## src/rtl/ctmr_pkg.sv

```systemverilog
package ctmr_pkg;

   // Register address space of the core timer
   localparam int unsigned ADDR_W = 2;
   localparam int unsigned RATE_W = 2;
   localparam int unsigned N_TAPS = 2 ** RATE_W;

   typedef enum logic [ADDR_W-1:0] {
      REG_CTRL = 2'd0,
      REG_STAT = 2'd1,
      REG_CNTL = 2'd2,
      REG_CNTH = 2'd3
   } ctmr_reg_e;

   // Control register image, bit 0 is the LSB (run)
   typedef struct packed {
      logic              rti_ie;
      logic              ovf_ie;
      logic [RATE_W-1:0] rate;
      logic              run;
   } ctmr_ctrl_t;

   localparam int unsigned CTRL_W = $bits(ctmr_ctrl_t);

   // Flag slots in the status register
   localparam int unsigned FLG_OVF = 0;
   localparam int unsigned FLG_RTI = 1;
   localparam int unsigned N_FLG   = 2;

   // Command bit that restarts the watchdog
   localparam int unsigned CMD_WDCLR = 2;

endpackage

```

## src/rtl/ctmr_chain.sv

```systemverilog
module ctmr_chain
   import ctmr_pkg::*;
#(
   parameter int unsigned CNT_W    = 14,
   parameter int unsigned TAP_BASE = 10
) (
   input  logic              clk,
   input  logic              rst_n,
   input  logic              run,
   input  logic [RATE_W-1:0] rate,
   output logic [CNT_W-1:0]  cnt,
   output logic              ovf_tick,
   output logic              rti_tick
);

   logic [N_TAPS-1:0] tap_fall;

   always_ff @(posedge clk or negedge rst_n) begin
      if (!rst_n) begin
         cnt <= '0;
      end else if (run) begin
         cnt <= cnt + 1'b1;
      end
   end

   // A tap falls on the next increment when it and every bit below it are ones
   for (genvar g = 0; g < N_TAPS; g++) begin : g_tap
      assign tap_fall[g] = &cnt[TAP_BASE+g:0];
   end

   assign rti_tick = run & tap_fall[rate];
   assign ovf_tick = run & (&cnt);

endmodule

```

## src/rtl/ctmr_flags.sv

```systemverilog
module ctmr_flags #(
   parameter int unsigned N_SRC = 2
) (
   input  logic             clk,
   input  logic             rst_n,
   input  logic [N_SRC-1:0] set,
   input  logic [N_SRC-1:0] ack,
   output logic [N_SRC-1:0] flag
);

   for (genvar g = 0; g < N_SRC; g++) begin : g_flag
      always_ff @(posedge clk or negedge rst_n) begin
         if (!rst_n) begin
            flag[g] <= 1'b0;
         end else if (set[g]) begin
            flag[g] <= 1'b1;
         end else if (ack[g]) begin
            flag[g] <= 1'b0;
         end
      end
   end

endmodule

```

## src/rtl/ctmr_wdog.sv

```systemverilog
module ctmr_wdog #(
   parameter int unsigned PERIODS = 4
) (
   input  logic clk,
   input  logic rst_n,
   input  logic tick,
   input  logic restart,
   output logic rst_req
);

   localparam int unsigned WD_W = (PERIODS > 1) ? $clog2(PERIODS) : 1;
   localparam logic [WD_W-1:0] LAST = WD_W'(PERIODS - 1);

   logic [WD_W-1:0] seen;
   logic            expire;

   assign expire = tick & ~restart & (seen == LAST);

   always_ff @(posedge clk or negedge rst_n) begin
      if (!rst_n) begin
         seen    <= '0;
         rst_req <= 1'b0;
      end else begin
         rst_req <= expire;
         if (restart || expire) begin
            seen <= '0;
         end else if (tick) begin
            seen <= seen + 1'b1;
         end
      end
   end

endmodule

```

## src/rtl/ctmr_core.sv

```systemverilog
module ctmr_core
   import ctmr_pkg::*;
#(
   parameter int unsigned DATA_W       = 8,
   parameter int unsigned CNT_W        = 14,
   parameter int unsigned TAP_BASE     = 10,
   parameter int unsigned WDOG_PERIODS = 4
) (
   input  logic              clk,
   input  logic              rst_n,
   input  logic              wr_en,
   input  logic [ADDR_W-1:0] addr,
   input  logic [DATA_W-1:0] wr_data,
   output logic [DATA_W-1:0] rd_data,
   output logic              irq,
   output logic              wdog_rst
);

   localparam int unsigned EXT_W = 2 * DATA_W;

   // Elaboration-time parameter checks
   if (TAP_BASE + N_TAPS > CNT_W) begin : g_bad_tap
      $error("ctmr_core: highest tap lies beyond the chain");
   end
   if (CNT_W > EXT_W) begin : g_bad_cnt
      $error("ctmr_core: count does not fit two data words");
   end
   if (DATA_W < CTRL_W) begin : g_bad_data
      $error("ctmr_core: data word narrower than control register");
   end
   if (WDOG_PERIODS < 1) begin : g_bad_wd
      $error("ctmr_core: watchdog needs at least one period");
   end

   ctmr_ctrl_t        ctrl_q;
   logic              run_w;
   logic [CNT_W-1:0]  cnt_w;
   logic [EXT_W-1:0]  cnt_ext;
   logic              ovf_tick;
   logic              rti_tick;
   logic [N_FLG-1:0]  flg_set;
   logic [N_FLG-1:0]  flg_ack;
   logic [N_FLG-1:0]  flg_q;
   logic              cmd_wr;
   logic              wd_restart;

   // Control register
   always_ff @(posedge clk or negedge rst_n) begin
      if (!rst_n) begin
         ctrl_q     <= '0;
         ctrl_q.run <= 1'b1;
      end else if (wr_en && (addr == REG_CTRL)) begin
         ctrl_q <= ctmr_ctrl_t'(wr_data[CTRL_W-1:0]);
      end
   end

   assign run_w      = ctrl_q.run;
   assign cmd_wr     = wr_en && (addr == REG_STAT);
   assign wd_restart = cmd_wr & wr_data[CMD_WDCLR];

   ctmr_chain #(
      .CNT_W    (CNT_W),
      .TAP_BASE (TAP_BASE)
   ) u_chain (
      .clk      (clk),
      .rst_n    (rst_n),
      .run      (run_w),
      .rate     (ctrl_q.rate),
      .cnt      (cnt_w),
      .ovf_tick (ovf_tick),
      .rti_tick (rti_tick)
   );

   always_comb begin
      flg_set          = '0;
      flg_set[FLG_OVF] = ovf_tick;
      flg_set[FLG_RTI] = rti_tick;
      flg_ack          = cmd_wr ? wr_data[N_FLG-1:0] : '0;
   end

   ctmr_flags #(
      .N_SRC (N_FLG)
   ) u_flags (
      .clk   (clk),
      .rst_n (rst_n),
      .set   (flg_set),
      .ack   (flg_ack),
      .flag  (flg_q)
   );

   ctmr_wdog #(
      .PERIODS (WDOG_PERIODS)
   ) u_wdog (
      .clk     (clk),
      .rst_n   (rst_n),
      .tick    (rti_tick),
      .restart (wd_restart),
      .rst_req (wdog_rst)
   );

   assign irq = (flg_q[FLG_OVF] & ctrl_q.ovf_ie) | (flg_q[FLG_RTI] & ctrl_q.rti_ie);

   // Read mux
   assign cnt_ext = EXT_W'(cnt_w);

   always_comb begin
      case (addr)
         REG_CTRL: rd_data = DATA_W'(ctrl_q);
         REG_STAT: rd_data = DATA_W'(flg_q);
         REG_CNTL: rd_data = cnt_ext[DATA_W-1:0];
         REG_CNTH: rd_data = cnt_ext[EXT_W-1:DATA_W];
         default:  rd_data = '0;
      endcase
   end

endmodule

```

## config.mk

```make
export PLATFORM = sky130hd
export DESIGN_NAME = ctmr_core
export DESIGN_NICKNAME = d
export VERILOG_FILES = /design/src/rtl/ctmr_pkg.sv /design/src/rtl/ctmr_chain.sv /design/src/rtl/ctmr_flags.sv /design/src/rtl/ctmr_wdog.sv /design/src/rtl/ctmr_core.sv
export SDC_FILE = /design/constraint.sdc
export NUM_CORES = 1
export LEC_CHECK = 0
export BUFFER_PORTS_ARGS = -buffer_cell sky130_fd_sc_hd__buf_2
export CAP_MARGIN = 30
export CELL_PAD_IN_SITES_DETAIL_PLACEMENT = 2
export CELL_PAD_IN_SITES_GLOBAL_PLACEMENT = 2
export CORE_MARGIN = 2
export CORE_UTILIZATION = 35
export CTS_CLUSTER_SIZE = 30
export DETAILED_ROUTE_END_ITERATION = 10
export GPL_TIMING_DRIVEN = 1
export PLACE_DENSITY = 0.82
export RECOVER_POWER = 100
export SETUP_SLACK_MARGIN = 0.02
export SLEW_MARGIN = 20
export SYNTH_ARGS = -nofsm -noshare
export SYNTH_HDL_FRONTEND = slang
export SYNTH_HIERARCHICAL = 1
export SYNTH_SLANG_ARGS = --single-unit
```

## constraint.sdc

```tcl
create_clock -name clk -period 2.36 [get_ports clk]
set_input_delay 0.708 -clock clk [delete_from_list [all_inputs] [get_ports clk]]
set_output_delay 0.708 -clock clk [all_outputs]
set_load 0.01 [all_outputs]
```

==> metrics.txt <==
cell area after layout 1440 µm²; initial antenna violation count 0; Cells after DPL 175; slowest CP cell mux4_1; static leakage 0.655 nW; actual slew at the worst max-slew pin 1300 ps; WL/cell 19.3 µm; Seq/Total Area, Yosys 0.470; Non-Filler Instances 179; top_reg_cell synth dfrtp_1; EDFF count, synth 0; switching power 0.426 mW; gpl congestion 0.762; TritonCTS clock tree yes; grt ovf 0; crit path launch type input pin; Yosys cell types 32; H-tree levels 1; critical path class in -> out; reg2reg path depth 6; Synth Instances 111; largest net degree at the start of global routing 25; Setup crit end kind primary output; setup TNS after final layout 0 ps; CORE AREA 3420 µm²; fin worst setup slack 82.9 ps; r2r setup slk 200 ps; crit path max fanout 4; Max Slew Vio Count 0; CTS Buf Count 3; Seq pwr share 0.501; Final ANT Viol Nets 0; Period minus WS final 2280 ps; syn_nets 126; CP top delay family multiplexers; crit-path max cell delay 570 ps; clock share of power 0.247; hold buffers post-CTS 0; reg-to-reg endpoint u_wdog/seen[1]; Int Power 0.840 mW; Via-to-Cell Ratio 5.30; switch share 0.336; 1st-iter DRT viols 30; Cell Area, Placed 1430 µm²; crit share post-route 0.965; Post-DP HPWL 2540 µm; number of global-route vias before repair 1066; first drt pass iteration count 4; reg-to-reg critical path startpoint run_w; crit path buf inv count 2; pre-CTS setup slack 102 ps; # DRC 0; Antenna Diode Count 0; Rel. slew slack 0.131; CP Cell Sequence buf_2 -> mux4_1 -> clkbuf_2; Final setup viols 0; Post CTS Setup Buffer Count 0; deepest clock path buffer count 2; total power 1.27 mW; row count 21; post-layout util 0.421; fraction of layout cells with a size suffix above 1 0.180; Die ar. 4160 µm²; CP endpoint rd_data[0]; I/O Pins 23; Area growth, synth to finish 12.1%; unrepaired setup endpoints after global routing no; outcome completed; All-Layer GR Usage 0.188; Yosys warning count 6; WL final 3460 µm; post-synth design cell area 1280 µm²; first-pass GRT wire length 5730 µm; crit path launch addr[0]; Critical Path AT 1570 ps; Max Cap Viol 0; Sink Count 24; FMAX 0.439 GHz; Clock Latency Late Sink 340 ps; register bit total from synthesis 24; fraction of registers with async set/reset 1.00; Hold Slack 518 ps; Fin Clk Skew 4.60 ps; Worst-path clk slew 140 ps; Required @ worst endpoint 1650 ps; post_cts resized 0; vias 948; Final Net Count 149; Initial Utilization 0.375; hold crit path type reg -> reg; Die W 64.5 µm; PD cells 881 nW/µm²; count of buffers from port buffering 19; Comb pwr share 0.252; Root Driver clkbuf_4; Mean Syn Cell Area 11.5 µm²; Final Hold Vio Count 0; WP depth 3; maximum VDD drop 363 µV; die height 64.5 µm
==> power by group through the flow <==
stage / clock, mW / combinational (mW) / sequential, mW
6_report: 0.312 / 0.319 / 0.634
5_1_grt: 0.346 / 0.359 / 0.657
4_1_cts: 0.324 / 0.340 / 0.655
3_5_place_dp: 0 / 0.332 / 0.660
3_3_place_gp: 0 / 0.298 / 0.644
2_1_floorplan: 0 / 0.237 / 0.607
==> routing by layer <==
layer / vias to the layer above / track usage / wire length, µm
met5: - / 0 / 0
met4: 0 / 0.0798 / 62
met3: 6 / 0.0208 / 84
met2: 15 / 0.345 / 1870
met1: 490 / 0.221 / 1440
li1: 437 / - / -
==> sequential cells by signal, indices dropped and copies added, names as in the netlist <==
name	cells
run_w	1
u_chain/cnt	14
ctrl_q	4
u_wdog/seen	2
u_wdog/rst_req	1
u_flags/flag	2
==> area by class of cell <==
| type | instances | area (µm²) |
|---|---|---|
| sequential | 24 | 602 |
| inverter | 3 | 11.3 |
| tap | 46 | 57.6 |
| timing repair buffer | 21 | 96.3 |
| clock inverter | 1 | 30.0 |
| clock buffer | 3 | 22.5 |
| fill | 387 | 1980 |
| multi-input combinational | 81 | 617 |
==> worst register-to-register path: stages, from the launching register on <==
cell and delay (ps):
dfstp_1 730, nand3_1 200, nor4_4 340, a21oi_1 110, nor2_1 250, nor2b_2 270
a32o_1 210
==> kinds of logic (layout without fill, tap and decap cells) <==
| logic type | Yosys count | count (layout) | synth area share |
|---|---|---|---|
| compound gates | 11 | 11 | 0.0576 |
| fa+ha+maj | 2 | 2 | 0.0195 |
| xor+xnor | 13 | 13 | 0.0889 |
| buf+inv | 6 | 28 | 0.0244 |
| mux | 12 | 12 | 0.122 |
| flops | 24 | 24 | 0.470 |
| simple gates | 43 | 43 | 0.218 |
==> placed cells by master, fill, tap and decap left out, drive strengths merged, types with 2 or more instances in the layout <==
cell / n
nand3: 9
inv: 3
and3: 2
nand4: 3
xor2: 3
ha: 2
a21o: 2
mux2i: 4
nand2: 9
mux2: 6
xnor2: 10
dfrtp: 23
nor2: 7
and2: 4
nor2b: 3
mux4: 2
a22o: 2
clkbuf: 15
and3b: 3
buf: 9
o21ai: 3
a21oi: 2
==> synthesized netlist by cell type (2+ instances only) <==
| master | n | area, µm² |
|---|---|---|
| and3_1 | 2 | 12.5 |
| nand4_1 | 2 | 12.5 |
| o21ai_0 | 3 | 15.0 |
| xnor2_1 | 10 | 87.6 |
| and2_1 | 3 | 18.8 |
| nor2b_1 | 2 | 12.5 |
| xor2_1 | 3 | 26.3 |
| buf_4 | 2 | 15.0 |
| mux2i_1 | 4 | 40.0 |
| mux2_2 | 6 | 67.6 |
| inv_1 | 3 | 11.3 |
| a21oi_1 | 2 | 10.0 |
| ha_1 | 2 | 25.0 |
| nor2_1 | 7 | 26.3 |
| nand3_1 | 9 | 45.0 |
| a22o_1 | 2 | 17.5 |
| and3b_1 | 3 | 26.3 |
| a21o_1 | 2 | 15.0 |
| dfrtp_1 | 23 | 576 |
| nand2_1 | 9 | 33.8 |
==> how the worst min path moves through the flow <==
stage	startpoint	to	slack [ps]	depth (start not counted)
CTS	rst_n	u_chain/cnt[5]	350	1
global route	u_chain/cnt[6]	u_chain/cnt[6]	560	1
detailed placement	u_chain/cnt[9]	u_chain/cnt[9]	520	1
finish	u_chain/cnt[6]	u_chain/cnt[6]	520	1
floorplan	rst_n	ctrl_q[1]	410	0
global placement	u_wdog/seen[1]	u_wdog/seen[1]	480	1
(Power assumes the default switching activity.)
